===== src/rtl/ls_align_pkg.sv =====
package ls_align_pkg;
  typedef enum logic [1:0] {
    SZ_BYTE = 2'd0,
    SZ_HALF = 2'd1,
    SZ_WORD = 2'd2,
    SZ_DBL  = 2'd3
  } acc_size_e;
endpackage


===== src/rtl/ls_agen.sv =====
module ls_agen
  import ls_align_pkg::*;
#(
  parameter int XLEN   = 64,
  parameter int DISP_W = 16,
  parameter int IDX_W  = 5,
  localparam int LANES = XLEN / 8,
  localparam int OFF_W = $clog2(LANES)
) (
  input  logic [IDX_W-1:0]  base_idx_i,
  input  logic [XLEN-1:0]   base_val_i,
  input  logic [DISP_W-1:0] disp_i,
  input  acc_size_e         size_i,
  input  logic              big_endian_i,
  output logic [XLEN-1:0]   addr_o,
  output logic              misalign_o,
  output logic [OFF_W-1:0]  lsb_lane_o
);
  logic [XLEN-1:0]  base_eff;
  logic [XLEN-1:0]  disp_ext;
  logic [OFF_W:0]   nbytes;
  logic [OFF_W:0]   size_mask;
  logic [OFF_W:0]   off_w;
  logic [OFF_W:0]   lsb_w;

  // register 0 reads as zero whatever the file holds
  assign base_eff  = (base_idx_i == '0) ? '0 : base_val_i;
  assign disp_ext  = {{(XLEN-DISP_W){disp_i[DISP_W-1]}}, disp_i};
  assign addr_o    = base_eff + disp_ext;

  assign nbytes     = (OFF_W+1)'(1) << size_i;
  assign size_mask  = nbytes - (OFF_W+1)'(1);
  assign off_w      = {1'b0, addr_o[OFF_W-1:0]};
  assign misalign_o = |(off_w & size_mask);

  // lane holding the least significant byte of the field
  assign lsb_w      = big_endian_i ? ((OFF_W+1)'(LANES) - off_w - nbytes) : off_w;
  assign lsb_lane_o = lsb_w[OFF_W-1:0];
endmodule


===== src/rtl/ls_store_lanes.sv =====
module ls_store_lanes
  import ls_align_pkg::*;
#(
  parameter int XLEN   = 64,
  localparam int LANES = XLEN / 8,
  localparam int OFF_W = $clog2(LANES)
) (
  input  logic              en_i,
  input  acc_size_e         size_i,
  input  logic [OFF_W-1:0]  lsb_lane_i,
  input  logic [XLEN-1:0]   src_i,
  output logic [LANES-1:0]  be_o,
  output logic [XLEN-1:0]   data_o
);
  logic [OFF_W:0]   nbytes;
  logic [LANES:0]   run;
  logic [LANES-1:0] fld_be;
  logic [XLEN-1:0]  fld_bits;
  logic [XLEN-1:0]  src_masked;

  assign nbytes = (OFF_W+1)'(1) << size_i;
  assign run    = ((LANES+1)'(1) << nbytes) - (LANES+1)'(1);
  assign fld_be = run[LANES-1:0];

  for (genvar g = 0; g < LANES; g++) begin : g_bits
    assign fld_bits[g*8 +: 8] = {8{fld_be[g]}};
  end

  assign src_masked = src_i & fld_bits;
  assign be_o       = en_i ? (fld_be << lsb_lane_i) : '0;
  assign data_o     = src_masked << {lsb_lane_i, 3'b000};
endmodule


===== src/rtl/ls_load_extract.sv =====
module ls_load_extract
  import ls_align_pkg::*;
#(
  parameter int XLEN   = 64,
  localparam int LANES = XLEN / 8,
  localparam int OFF_W = $clog2(LANES)
) (
  input  logic [XLEN-1:0]   rdata_i,
  input  logic [OFF_W-1:0]  lsb_lane_i,
  input  acc_size_e         size_i,
  input  logic              unsigned_i,
  output logic [XLEN-1:0]   data_o
);
  logic [XLEN-1:0] shifted;

  assign shifted = rdata_i >> {lsb_lane_i, 3'b000};

  always_comb begin
    unique case (size_i)
      SZ_BYTE: data_o = {{(XLEN-8){~unsigned_i & shifted[7]}},   shifted[7:0]};
      SZ_HALF: data_o = {{(XLEN-16){~unsigned_i & shifted[15]}}, shifted[15:0]};
      SZ_WORD: data_o = {{(XLEN-32){~unsigned_i & shifted[31]}}, shifted[31:0]};
      default: data_o = shifted;
    endcase
  end
endmodule


===== src/rtl/ls_align_unit.sv =====
module ls_align_unit
  import ls_align_pkg::*;
#(
  parameter int XLEN   = 64,
  parameter int DISP_W = 16,
  parameter int IDX_W  = 5,
  localparam int LANES = XLEN / 8,
  localparam int OFF_W = $clog2(LANES)
) (
  input  logic              clk_i,
  input  logic              rst_ni,
  input  logic              req_valid_i,
  input  logic              req_store_i,
  input  logic [1:0]        req_size_i,
  input  logic              req_unsigned_i,
  input  logic              big_endian_i,
  input  logic [IDX_W-1:0]  base_idx_i,
  input  logic [XLEN-1:0]   base_val_i,
  input  logic [DISP_W-1:0] disp_i,
  input  logic [XLEN-1:0]   store_src_i,
  input  logic [XLEN-1:0]   mem_rdata_i,
  output logic [XLEN-1:0]   addr_o,
  output logic              fault_o,
  output logic [LANES-1:0]  wr_be_o,
  output logic [XLEN-1:0]   wr_data_o,
  output logic              load_valid_o,
  output logic              load_fault_o,
  output logic [XLEN-1:0]   load_data_o
);
  acc_size_e        size;
  logic             misalign;
  logic [OFF_W-1:0] lsb_lane;
  logic             st_en;
  logic             ld_req;
  logic [XLEN-1:0]  ld_ext;
  logic             ld_valid_q, ld_fault_q;
  logic [XLEN-1:0]  ld_data_q;

  assign size = acc_size_e'(req_size_i);

  ls_agen #(.XLEN(XLEN), .DISP_W(DISP_W), .IDX_W(IDX_W)) i_agen (
    .base_idx_i  (base_idx_i),
    .base_val_i  (base_val_i),
    .disp_i      (disp_i),
    .size_i      (size),
    .big_endian_i(big_endian_i),
    .addr_o      (addr_o),
    .misalign_o  (misalign),
    .lsb_lane_o  (lsb_lane)
  );

  assign fault_o = req_valid_i & misalign;
  assign st_en   = req_valid_i & req_store_i & ~misalign;
  assign ld_req  = req_valid_i & ~req_store_i;

  ls_store_lanes #(.XLEN(XLEN)) i_store (
    .en_i      (st_en),
    .size_i    (size),
    .lsb_lane_i(lsb_lane),
    .src_i     (store_src_i),
    .be_o      (wr_be_o),
    .data_o    (wr_data_o)
  );

  ls_load_extract #(.XLEN(XLEN)) i_load (
    .rdata_i   (mem_rdata_i),
    .lsb_lane_i(lsb_lane),
    .size_i    (size),
    .unsigned_i(req_unsigned_i),
    .data_o    (ld_ext)
  );

  always_ff @(posedge clk_i or negedge rst_ni) begin
    if (!rst_ni) begin
      ld_valid_q <= 1'b0;
      ld_fault_q <= 1'b0;
      ld_data_q  <= '0;
    end else begin
      ld_valid_q <= ld_req;
      ld_fault_q <= ld_req & misalign;
      if (ld_req) ld_data_q <= misalign ? '0 : ld_ext;
    end
  end

  assign load_valid_o = ld_valid_q;
  assign load_fault_o = ld_fault_q;
  assign load_data_o  = ld_data_q;
endmodule


===== config.mk =====
export PLATFORM = sky130hd
export DESIGN_NAME = ls_align_unit
export DESIGN_NICKNAME = d
export VERILOG_FILES = /design/src/rtl/ls_align_pkg.sv /design/src/rtl/ls_agen.sv /design/src/rtl/ls_store_lanes.sv /design/src/rtl/ls_load_extract.sv /design/src/rtl/ls_align_unit.sv
export SDC_FILE = /design/constraint.sdc
export NUM_CORES = 1
export LEC_CHECK = 0
export BUFFER_PORTS_ARGS = -buffer_cell sky130_fd_sc_hd__buf_2
export CORE_MARGIN = 2
export CORE_UTILIZATION = 40
export DETAILED_ROUTE_END_ITERATION = 8
export PLACE_DENSITY = 0.78
export SYNTH_ARGS = -nofsm -noshare
export SYNTH_HDL_FRONTEND = slang
export SYNTH_SLANG_ARGS = --single-unit
export TNS_END_PERCENT = 30

===== constraint.sdc =====
create_clock -name clk_i -period 5.2 [get_ports clk_i]
set_clock_uncertainty 0.05 [all_clocks]
set_input_delay 0.26 -clock clk_i [delete_from_list [all_inputs] [get_ports clk_i]]
set_output_delay 0.26 -clock clk_i [all_outputs]
set_load 0.01 [all_outputs]

==> results.md <==
* Status: complete, no violations
* Static Leak at 0.00663 uW
* Worst IR drop on VDD at 0.000155 V
* Clock slew at the register clock pins of the worst setup and hold paths at 0.06 ns
* Sum Neg Setup Slack at 0 ns
* CTS tree: done
* Layout cells sized above 1 at 25.6%
* Starting Density at 40.9%
* Type of the most critical hold path: in -> async
* Site row count at 58
* Grt ovf at 0
* IO Port Bufs at 423
* Cts bufs inserted at 9
* Final ANT Viol Nets at 0
* Final Core Density at 51.4%
* Detailed-route DRC error count at 0
* Pre-CTS WS at 0.180 ns
* Logic pwr share at 67.0%
* DR vias/cell at 6.10
* Via count at 13639
* Critical Path Start Type: input port
* R2R Path End: load_data_o[53]$_DFFE_PN0P_
* Chip width at 165 um
* Placement Cell Area at 12700 um2
* Die Ht at 165 um
* Sequential element share of the synthesized area at 16.0%
* Post-DP HPWL at 36.9 mm
* Post-CTS Hold Buffers at 0
* Tot GR Track Use at 31.9%
* CORE AREA at 25300 um2
* Vias in the first global route at 12339
* Synth unique cells at 71
* Min Tclk post-route at 4.97 ns
* Power share of the sequential group at 17.1%
* Mapped Avg Cell Area at 6.65 um2
* Max cap viols at 0
* DRT Pass-1 Iters at 6
* Die area at 27100 um2
* Most frequent cells in the layout: 423 x buf_2, 280 x nand2_1, 184 x a21oi_1, 139 x o21ai_0, 101 x nor2_1
* Kind of critical path: in -> out
* 1st-iter DRT viols at 1516
* Crit end category: output port
* Post-Synthesis Cells at 1553
* Final setup fails at 0
* CTS resizes at 0
* Worst r2r path cells at 1
* R2R Path Start: load_data_o[53]$_DFFE_PN0P_
* GP Congestion at 1.06
* IO Count at 424
* Largest net degree at the start of global routing at 82
* Max Clock Freq at 201 MHz
* Fin nets at 2186
* P&R area growth vs syn at 25.7%
* Required @ worst endpoint at 4.89 ns
* Critical path fanouts, max at 38
* Flop-to-flop setup slack at 4.41 ns
* DR WL/cell at 20.6 um
* Clock Sinks at 66
* Yosys warning total at 0
* Syn nets at 1845
* Synth Register Bits at 66
* First-pass GRT wire length at 67.7 mm
* Unrepaired setup endpoints after global routing: no
* Clock share of power at 15.8%
* Routed WL at 46.1 mm
* Crit path DAT at 4.66 ns
* EDFF count, synth at 0
* Period utilisation layout at 95.5%
* Final-report max-slew violation count at 0
* Worst skew pair latency at 0.33 ns
* H-tree levels at 3
* Mapped Area at 10300 um2
* P_sw at 1930 uW
* Final worst setup slack at 0.235 ns
* Most common cell after layout, fill and taps aside: buf_2
* Clk buf depth at 2
* PD cells at 295 nW/um2
* Sw Ratio at 50.4%
* Ys flop type: dfrtp_1
* Least-Margin Pin Slew at 1.06 ns
* Setup Buffers After CTS at 0
* Slew HR at 29.3%
* Initial antenna violation count at 9
* Synth async-reset ratio at 100%
* Endpoints failing hold at 0
* Final instance area at 13000 um2
* Power Internal at 1900 uW
* CTS root buf: clkbuf_16
==> final cells by class <==
class / count / area [um2]
clock inverters: 6 / 67.6
repair buffers: 452 / 2360
inverters: 22 / 82.6
flip-flops and latches: 66 / 1650
clock buffers: 9 / 225
well taps: 330 / 413
fillers: 2546 / 12300
multi-input cells: 1343 / 8160
diodes: 7 / 17.5
==> synthesized netlist by cell type, types with 38 or more instances <==
| library cell | n | share of area, % |
|---|---|---|
| nand3_1 | 59 | 2.9 |
| xnor2_1 | 38 | 3.2 |
| nand2_1 | 280 | 10 |
| dfrtp_1 | 66 | 16 |
| ha_1 | 70 | 8.5 |
| o21ai_0 | 139 | 6.7 |
| mux2i_1 | 40 | 3.9 |
| clkbuf_1 | 87 | 3.2 |
| nor2b_1 | 74 | 4.5 |
| a21oi_1 | 184 | 8.9 |
| a21o_1 | 42 | 3.1 |
| nor2_1 | 102 | 3.7 |
==> cells by family after synthesis <==
| logic type | after synthesis | synth area share [%] |
|---|---|---|
| buffers and inverters | 144 | 5.61 |
| and+or+nand+nor | 613 | 27.3 |
| muxes | 41 | 3.99 |
| adders and majority gates | 71 | 8.68 |
| AOI/OAI and AO/OA | 556 | 32.9 |
| DFF | 66 | 16.0 |
| xor gates and xnor gates | 62 | 5.48 |
==> registers in the layout (all words and copies together) (netlist names) <==
register and flops:
load_valid_o 1, load_data_o 64, load_fault_o 1
==> metrics by stage <==
step                power [uW]  std cells  hold slack (ns)
floorplan                 2200       1553          -0.0856
global placement          3160       2213            0.409
detailed placement        3170       2213            0.416
CTS                       3790       2228            0.107
global route              4060       2233            0.142
finish                    3830       2235           0.0685
==> worst max-delay path, cell delays in order <==
cell and delay, ns:
buf_2 0.10, or4_1 0.60, nor2_4 0.17, nor2b_1 0.09, ha_1 0.22, fa_1 0.67
ha_1 0.29, inv_1 0.06, ha_1 0.15, xor2_1 0.19, xnor2_1 0.14, nand2_1 0.22
xor2_4 0.34, buf_4 0.41, nand2_1 0.38, nor2_1 0.20, buf_2 0.15
==> worst max-delay path by stage <==
stage / from / endpoint / slack [ns] / cells past startpoint
CTS: base_idx_i[0] / wr_data_o[13] / 0.25 / 17
floorplan: base_idx_i[0] / wr_be_o[6] / 0.66 / 15
finish: base_idx_i[0] / wr_data_o[13] / 0.23 / 17
global placement: base_idx_i[0] / load_data_o[61]$_DFFE_PN0P_ / 0.35 / 18
global route: base_idx_i[0] / wr_data_o[13] / 0.03 / 17
detailed placement: base_idx_i[0] / load_data_o[58]$_DFFE_PN0P_ / 0.18 / 18
==> power by group through the flow <==
| stage | combinational (uW) | sequential (uW) | clock [uW] |
|---|---|---|---|
| 2_1_floorplan | 1510 | 690 | 0 |
| 3_3_place_gp | 2490 | 663 | 0 |
| 3_5_place_dp | 2510 | 662 | 0 |
| 4_1_cts | 2520 | 654 | 612 |
| 5_1_grt | 2770 | 662 | 633 |
| 6_report | 2570 | 657 | 606 |
==> metal layers <==
| layer | routed length [um] | up-vias | GRT usage, % |
|---|---|---|---|
| li1 | - | 6291 | - |
| met1 | 17700 | 6308 | 40.2 |
| met2 | 21700 | 910 | 53.5 |
| met3 | 4830 | 124 | 5.83 |
| met4 | 1780 | 6 | 13.7 |
| met5 | 41 | - | 0 |
Note: power is estimated with default switching activity, not from simulation.
